File: src/rtl/cartMapperPkg.sv
package cartMapperPkg;
  typedef enum logic [1:0] {SEL_NONE = 2'd0, SEL_ROM = 2'd1, SEL_SAVE = 2'd2, SEL_RAM = 2'd3} memSel_e;
  typedef enum logic [2:0] {RG_FIXED, RG_SLOT0, RG_SLOT1, RG_SLOT2, RG_RAM} region_e;
  typedef struct packed {
    region_e region;
    logic    access;
    logic    write;
    logic    blocked;
    logic    ldCtl;
    logic    ldB0;
    logic    ldB1;
    logic    ldB2;
  } strobes_t;
endpackage

File: src/rtl/cartMapperCtrl.sv
module cartMapperCtrl
  import cartMapperPkg::*;
(
  input  logic [15:0] cpuAddr,
  input  logic        cpuRd,
  input  logic        cpuWr,
  input  logic        cartDisable,
  output strobes_t    strb
);
  localparam logic [15:0] REG_BASE = 16'hFFFC;

  logic regHit;
  assign regHit = cpuWr && (cpuAddr[15:2] == REG_BASE[15:2]);

  always_comb begin
    strb = '0;
    unique case (cpuAddr[15:14])
      2'b11:   strb.region = RG_RAM;
      2'b10:   strb.region = RG_SLOT2;
      2'b01:   strb.region = RG_SLOT1;
      default: strb.region = (cpuAddr[13:10] == 4'd0) ? RG_FIXED : RG_SLOT0;
    endcase
    strb.access  = cpuRd || cpuWr;
    strb.write   = cpuWr;
    strb.blocked = cartDisable && (cpuAddr[15:14] != 2'b11);
    strb.ldCtl   = regHit && (cpuAddr[1:0] == 2'd0);
    strb.ldB0    = regHit && (cpuAddr[1:0] == 2'd1);
    strb.ldB1    = regHit && (cpuAddr[1:0] == 2'd2);
    strb.ldB2    = regHit && (cpuAddr[1:0] == 2'd3);
  end
endmodule

File: src/rtl/cartMapperPath.sv
module cartMapperPath
  import cartMapperPkg::*;
#(
  parameter int ROM_BANKS  = 32,
  parameter int SAVE_BYTES = 32768,
  parameter int BANK_W     = 5,
  parameter int PA_W       = 19
) (
  input  logic            clk,
  input  logic            rstN,
  input  strobes_t        strb,
  input  logic [15:0]     cpuAddr,
  input  logic [7:0]      cpuWrData,
  input  logic [7:0]      romRdData,
  input  logic [7:0]      saveRdData,
  input  logic [7:0]      ramRdData,
  output logic [7:0]      cpuRdData,
  output logic [1:0]      memSel,
  output logic [PA_W-1:0] memAddr,
  output logic            memWe,
  output logic            saveDirty
);
  localparam logic [BANK_W-1:0] BANK_MASK = BANK_W'(ROM_BANKS - 1);
  localparam bit                HAS_SAVE  = (SAVE_BYTES > 0);
  localparam logic [14:0]       SAVE_MASK = HAS_SAVE ? 15'(SAVE_BYTES - 1) : 15'd0;

  logic [BANK_W-1:0] bank0Q, bank1Q, bank2Q;
  logic              saveOnQ, savePageQ, dirtyQ;
  memSel_e           sel;
  logic [13:0]       low14;
  logic [14:0]       saveAddr;
  logic              unusedBits;

  assign low14      = cpuAddr[13:0];
  assign saveAddr   = {savePageQ, low14} & SAVE_MASK;
  assign unusedBits = ^{cpuAddr[15:14], cpuWrData};

  always_ff @(posedge clk) begin
    if (!rstN) begin
      bank0Q    <= '0;
      bank1Q    <= BANK_W'(1) & BANK_MASK;
      bank2Q    <= BANK_W'(2) & BANK_MASK;
      saveOnQ   <= 1'b0;
      savePageQ <= 1'b0;
      dirtyQ    <= 1'b0;
    end else begin
      if (strb.ldB0) bank0Q <= cpuWrData[BANK_W-1:0] & BANK_MASK;
      if (strb.ldB1) bank1Q <= cpuWrData[BANK_W-1:0] & BANK_MASK;
      if (strb.ldB2) bank2Q <= cpuWrData[BANK_W-1:0] & BANK_MASK;
      if (strb.ldCtl) begin
        saveOnQ   <= cpuWrData[3];
        savePageQ <= cpuWrData[2];
      end
      if (strb.write && sel == SEL_SAVE) dirtyQ <= 1'b1;
    end
  end

  always_comb begin
    sel     = SEL_NONE;
    memAddr = '0;
    unique case (strb.region)
      RG_FIXED: begin sel = SEL_ROM; memAddr = PA_W'(low14); end
      RG_SLOT0: begin sel = SEL_ROM; memAddr = PA_W'({bank0Q, low14}); end
      RG_SLOT1: begin sel = SEL_ROM; memAddr = PA_W'({bank1Q, low14}); end
      RG_SLOT2: begin
        if (!saveOnQ) begin
          sel = SEL_ROM; memAddr = PA_W'({bank2Q, low14});
        end else if (HAS_SAVE) begin
          sel = SEL_SAVE; memAddr = PA_W'(saveAddr);
        end
      end
      default: begin sel = SEL_RAM; memAddr = PA_W'(cpuAddr[12:0]); end
    endcase
    if (!strb.access || strb.blocked) sel = SEL_NONE;
  end

  assign memSel    = sel;
  assign memWe     = strb.write && (sel == SEL_RAM || sel == SEL_SAVE);
  assign saveDirty = dirtyQ;

  always_comb begin
    unique case (sel)
      SEL_ROM:  cpuRdData = romRdData;
      SEL_SAVE: cpuRdData = saveRdData;
      SEL_RAM:  cpuRdData = ramRdData;
      default:  cpuRdData = 8'hFF;
    endcase
  end

  a_r3_fixed_identity: assert property (@(posedge clk) disable iff (!rstN)
    (strb.access && !strb.blocked && cpuAddr[15:10] == 6'd0) |-> (memSel == 2'd1 && memAddr == PA_W'(cpuAddr)));
  a_r6_ram_mirror: assert property (@(posedge clk) disable iff (!rstN)
    (strb.access && cpuAddr[15:14] == 2'b11) |-> (memSel == 2'd3 && memAddr == PA_W'(cpuAddr[12:0])));
  a_r10_rom_write_dropped: assert property (@(posedge clk) disable iff (!rstN)
    (strb.write && cpuAddr[15:14] == 2'b10 && !saveOnQ) |-> !memWe);
  a_r10_dirty_sticky: assert property (@(posedge clk) disable iff (!rstN)
    saveDirty |=> saveDirty);
  a_r11_disabled_empty: assert property (@(posedge clk) disable iff (!rstN)
    (strb.blocked && strb.access) |-> (cpuRdData == 8'hFF && !memWe));
endmodule

File: src/rtl/cartMapper.sv
module cartMapper
  import cartMapperPkg::*;
#(
  parameter int ROM_BANKS  = 32,
  parameter int SAVE_BYTES = 32768,
  localparam int BANK_W    = (ROM_BANKS > 1) ? $clog2(ROM_BANKS) : 1,
  localparam int ROM_AW    = BANK_W + 14,
  localparam int PA_W      = (ROM_AW > 15) ? ROM_AW : 15
) (
  input  logic            clk,
  input  logic            rstN,
  input  logic [15:0]     cpuAddr,
  input  logic [7:0]      cpuWrData,
  input  logic            cpuRd,
  input  logic            cpuWr,
  input  logic            cartDisable,
  input  logic [7:0]      romRdData,
  input  logic [7:0]      saveRdData,
  input  logic [7:0]      ramRdData,
  output logic [7:0]      cpuRdData,
  output logic [1:0]      memSel,
  output logic [PA_W-1:0] memAddr,
  output logic            memWe,
  output logic            saveDirty
);
  strobes_t strb;

  cartMapperCtrl uCtrl (
    .cpuAddr(cpuAddr), .cpuRd(cpuRd), .cpuWr(cpuWr),
    .cartDisable(cartDisable), .strb(strb)
  );

  cartMapperPath #(
    .ROM_BANKS(ROM_BANKS), .SAVE_BYTES(SAVE_BYTES), .BANK_W(BANK_W), .PA_W(PA_W)
  ) uPath (
    .clk(clk), .rstN(rstN), .strb(strb), .cpuAddr(cpuAddr), .cpuWrData(cpuWrData),
    .romRdData(romRdData), .saveRdData(saveRdData), .ramRdData(ramRdData),
    .cpuRdData(cpuRdData), .memSel(memSel), .memAddr(memAddr), .memWe(memWe),
    .saveDirty(saveDirty)
  );
endmodule

File: config.mk
export PLATFORM = sky130hd
export DESIGN_NAME = cartMapper
export DESIGN_NICKNAME = d
export VERILOG_FILES = /design/src/rtl/cartMapperPkg.sv /design/src/rtl/cartMapperCtrl.sv /design/src/rtl/cartMapperPath.sv /design/src/rtl/cartMapper.sv
export SDC_FILE = /design/constraint.sdc
export NUM_CORES = 1
export LEC_CHECK = 0
export CAP_MARGIN = 20
export CORE_MARGIN = 5
export CORE_UTILIZATION = 54
export DETAILED_ROUTE_END_ITERATION = 10
export DONT_BUFFER_PORTS = 1
export GPL_ROUTABILITY_DRIVEN = 0
export HOLD_SLACK_MARGIN = 0.02
export MAX_ROUTING_LAYER = met4
export PLACE_DENSITY = 0.72
export SKIP_CTS_REPAIR_TIMING = 1
export SYNTH_ARGS = -nofsm -noshare
export SYNTH_HDL_FRONTEND = slang
export SYNTH_SLANG_ARGS = --single-unit
File: constraint.sdc
create_clock -name clk -period 1.4 [get_ports clk]
set_clock_uncertainty 0.05 [all_clocks]
set_input_delay 0.14 -clock clk [delete_from_list [all_inputs] [get_ports clk]]
set_output_delay 0.14 -clock clk [all_outputs]
set_load 0.05 [all_outputs]
==> results of run 1 <==
[cells by family after synthesis]
kind of cell             count (synthesis)
AO/OA/AOI/OAI                           22
multiplexers                            18
flip-flops                              18
adder cells (fa/ha/maj)                  5
buffers and inverters                   22
AND/OR/NAND/NOR                         77
[stage by stage]
step	instance area, sq um	hold WS, ns	utilization, %	worst slack (ns)	TNS [ns]
after global placement	1980	0.225	88.0	-0.176	-3.90
after CTS	2020	-0.0687	89.6	-0.482	-5.99
after detailed placement	1980	0.230	88.0	-0.247	-6.27
after floorplan	1640	0.251	-	-0.102	-0.852
==> impl_metrics.json, run 1 <==
{
  "avgSynthCellArea_sq_um": 7.95,
  "hpwl_microns": 3760,
  "dp.cells": 208,
  "rows": 17,
  "yosys.area.top_type_share_pct": 28.0,
  "antenna_found_initial": 0,
  "boundaryPins": 84,
  "cts_buffer_depth": 2,
  "ys_seq_area_share_pct": 28.0,
  "ys_warn_count": 0,
  "synthTopCellsByArea": "dfxtp_1, mux2i_1, nand2_1, buf_4, ha_1",
  "die_x_microns": 58.8,
  "syn_area_sq_mm": 0.00129,
  "synth_cell_types": 31,
  "numCtsBuffers": 3,
  "synthArstFlopShare_pct": 0,
  "worst_endpoint_kind": "top-level output",
  "ys_ff_latch": 18,
  "syn_nets": 220,
  "synth_most_common_cell": "nand2_1",
  "synthFlopType": "dfxtp_1",
  "htreeDepth": 1,
  "status": "stopped before the end",
  "synth_compound_area_share_pct": 11.0,
  "lastStage": "global routing (5_1_grt)",
  "synthXorXnorAreaFrac_pct": 0,
  "crit_endpoint": "cpuRdData[3]",
  "synth_largest_area_cell": "dfxtp_1",
  "io_buffer_count": 0,
  "clock-sinks": 18,
  "initial_utilization_pct": 57.1,
  "toolErrorMsg": "[ERROR DPL-0033] detailed placement checks failed during check placement.",
  "synth_top_family_by_area": "simple AND/OR/NAND/NOR gates",
  "die_h_microns": 58.8,
  "syn-instance-count": 162,
  "synthMuxAreaShare_pct": 14.1,
  "synthSimpleGateAreaFrac_pct": 31.8,
  "clockRootBuffer": "clkbuf_4",
  "grt_max_degree": 26,
  "synth-edff-count": 0,
  "synth_adder_area_share_pct": 4.86,
  "synth_common_cells": "nand2_1, dfxtp_1, mux2i_1, buf_4, nor3_1"
}
==> run 2: changes to the inputs <==
--- a/config.mk
+++ b/config.mk
@@ -6,14 +6,12 @@
 export NUM_CORES = 1
 export LEC_CHECK = 0
 export CAP_MARGIN = 20
-export CORE_MARGIN = 5
-export CORE_UTILIZATION = 54
+export CORE_AREA = 5 5 66 68
 export DETAILED_ROUTE_END_ITERATION = 10
+export DIE_AREA = 0 0 71 73
 export DONT_BUFFER_PORTS = 1
 export GPL_ROUTABILITY_DRIVEN = 0
-export HOLD_SLACK_MARGIN = 0.02
-export MAX_ROUTING_LAYER = met4
-export PLACE_DENSITY = 0.72
+export PLACE_DENSITY_LB_ADDON = 0.15
 export SKIP_CTS_REPAIR_TIMING = 1
 export SYNTH_ARGS = -nofsm -noshare
 export SYNTH_HDL_FRONTEND = slang
==> constraint.sdc (replaced) <==
create_clock -name clk -period 1.8 [get_ports clk]
set_clock_uncertainty 0.05 [all_clocks]
set_input_delay 0.18 -clock clk [delete_from_list [all_inputs] [get_ports clk]]
set_output_delay 0.18 -clock clk [all_outputs]
set_load 0.05 [all_outputs]
==> run 2 against run 1 <==
The run now ends clean. Synthesized area did not move. Synthesized cell count did not move.
==> impl_metrics.json, run 2 <==
{
  "status": "complete, no violations",
  "filler_cell_count": 376,
  "p_leak_nw": 0.754,
  "whs_ns": 0.0178,
  "finalNonFillerCells": 222,
  "clockRootBuffer": "clkbuf_8",
  "crit_top_cell": "buf_4",
  "drtIter0Drc": 27,
  "cts_tree": "built",
  "ys_seq_area_share_pct": 28.0,
  "final_common_cell": "nand2_1",
  "cp-end-kind": "primary output",
  "yosys.area.top_type_share_pct": 28.0,
  "rows": 23,
  "synth_most_common_cell": "nand2_1",
  "power_w": 0.00108,
  "relSlewSlack_pct": 64.3,
  "ys_warn_count": 0,
  "avgSynthCellArea_sq_um": 7.95,
  "synthTopCellsByArea": "dfxtp_1, mux2i_1, nand2_1, buf_4, ha_1",
  "final_cell_mix": "nand2_1, mux2i_1, dfxtp_1, buf_4, buf_12",
  "cpLargestDelayFamily": "simple AND/OR/NAND/NOR gates",
  "fin_crit_sh_pct": 95.1,
  "synthToLayoutAreaGrowth_pct": 37.2,
  "worst_path_largest_cell_delay_ns": 0.47,
  "synth_common_cells": "nand2_1, dfxtp_1, mux2i_1, buf_4, nor3_1",
  "hp-class": "in -> reg",
  "layout-drive-gt1-share_pct": 33.1,
  "place_ws_ns": -0.0134,
  "gr-total-overflow": 0,
  "core_area_sq_mm": 0.00380,
  "clk_pin_slew_worst_paths_ns": 0.07,
  "layout_setup_ws_ns": 0.0875,
  "cp-start-kind": "input port",
  "grt_pass1_wl_microns": 5760,
  "worst_ep_required_time_ns": 1.57,
  "finalHoldViolations": 0,
  "reg_top3": "uPath.bank0Q (5), uPath.bank1Q (5), uPath.bank2Q (5)",
  "syn-instance-count": 162,
  "tightest_slew_ns": 0.535,
  "clock-sinks": 18,
  "drc": 0,
  "syn_area_sq_mm": 0.00129,
  "path_buf_inv": 3,
  "critical_path.max_fanout": 5,
  "synth_largest_area_cell": "dfxtp_1",
  "io_buffer_count": 0,
  "ant_nets": 0,
  "numCtsBuffers": 3,
  "finalMaxSlewViolations": 0,
  "vias": 1204,
  "die_x_microns": 71,
  "period_needed_ns": 1.71,
  "cts_buffer_depth": 2,
  "antenna_found_initial": 0,
  "boundaryPins": 84,
  "p_per_area_mw_per_mm2": 612,
  "cp_slowest_cell": "or4_4",
  "synthFlopType": "dfxtp_1",
  "synth-edff-count": 0,
  "cap_violations": 0,
  "fin_nets": 232,
  "vias_per_cell": 5.42,
  "initial_utilization_pct": 33.9,
  "setup_viol": 0,
  "track_usage_pct": 14.0,
  "clk_latency_ns": 0.25,
  "die_h_microns": 73,
  "ir_worst_vdd_uv": 403,
  "grt_pass1_vias": 1169,
  "synth_cell_types": 31,
  "totalWireLength_microns": 3730,
  "rsz0062_at_grt": "false",
  "fmax_mhz": 584,
  "hpwl_microns": 3010,
  "ys_ff_latch": 18,
  "syn_nets": 220,
  "synthArstFlopShare_pct": 0,
  "dieArea_sq_mm": 0.00518,
  "wl_per_cell_microns": 16.8,
  "critPathKind": "in -> out",
  "cp_cell_sequence": "inv_1 -> ha_1 -> buf_4 -> nand2b_1 -> or4_4 -> nand3_1 -> a21oi_2 -> buf_4",
  "dr.pass1.iters": 5,
  "grt_max_degree": 26,
  "dp.cells": 219,
  "arrival_ns": 1.48,
  "n_antenna_cell": 0,
  "htreeDepth": 1
}
## run 2: cell counts after synthesis
No cell type changed its count.
## run 2: kinds of logic after synthesis
kind of cell | share of synthesized area, %
compound gates | 11.0
fa+ha+maj | 4.86
buf+inv | 10.3
flops | 28.0
mux | 14.1
simple gates | 31.8
## run 2: final timing paths
check / start / endpoint / slack, ns / cells after the start
hold / removal: rstN / uPath.saveOnQ / 0.02 / 2
hold reg to reg: uPath.bank2Q[0] / uPath.bank2Q[0] / 0.41 / 2
setup / recovery: cpuAddr[15] / memAddr[15] / 0.09 / 8
setup reg to reg: uPath.saveOnQ / uPath.saveDirty / 0.67 / 5
## run 2: where the power goes
group          total [W]  internal, W  switching [W]  leakage, nW
Clock           0.000279     0.000149       0.000131       0.0216
Combinational   0.000399     0.000168       0.000231        0.587
Sequential      0.000403     0.000399     0.00000407        0.146
Total            0.00108     0.000716       0.000366        0.754
## run 2: cell type report
class	instances	area, sq um	area share, %
Inverter	2	7.51	0.425
Sequential cell	18	362	20.5
Timing Repair Buffer	27	340	19.3
Tap cell	50	62.6	3.54
Clock buffer	3	41.3	2.34
Multi-Input combinational cell	122	953	54.0
## run 2: per-stage QoR
stage          TNS, ns  utilization [%]  cell area, sq um
2_1_floorplan   -0.219                -              1430
4_1_cts        -0.0868             46.0              1750
3_3_place_gp         0             44.9              1710
6_report             0             46.5              1770
3_5_place_dp   -0.0496             44.9              1710
5_1_grt              0             46.5              1770
## run 2: routing by layer
metal	global-route usage, %	vias up	share of wire [%]
li1	-	578	-
met2	24.9	55	52
met1	16.4	567	39
met4	4.38	0	0.46
met3	3.72	4	8.3
met5	0	-	0
(Power assumes the default switching activity.)
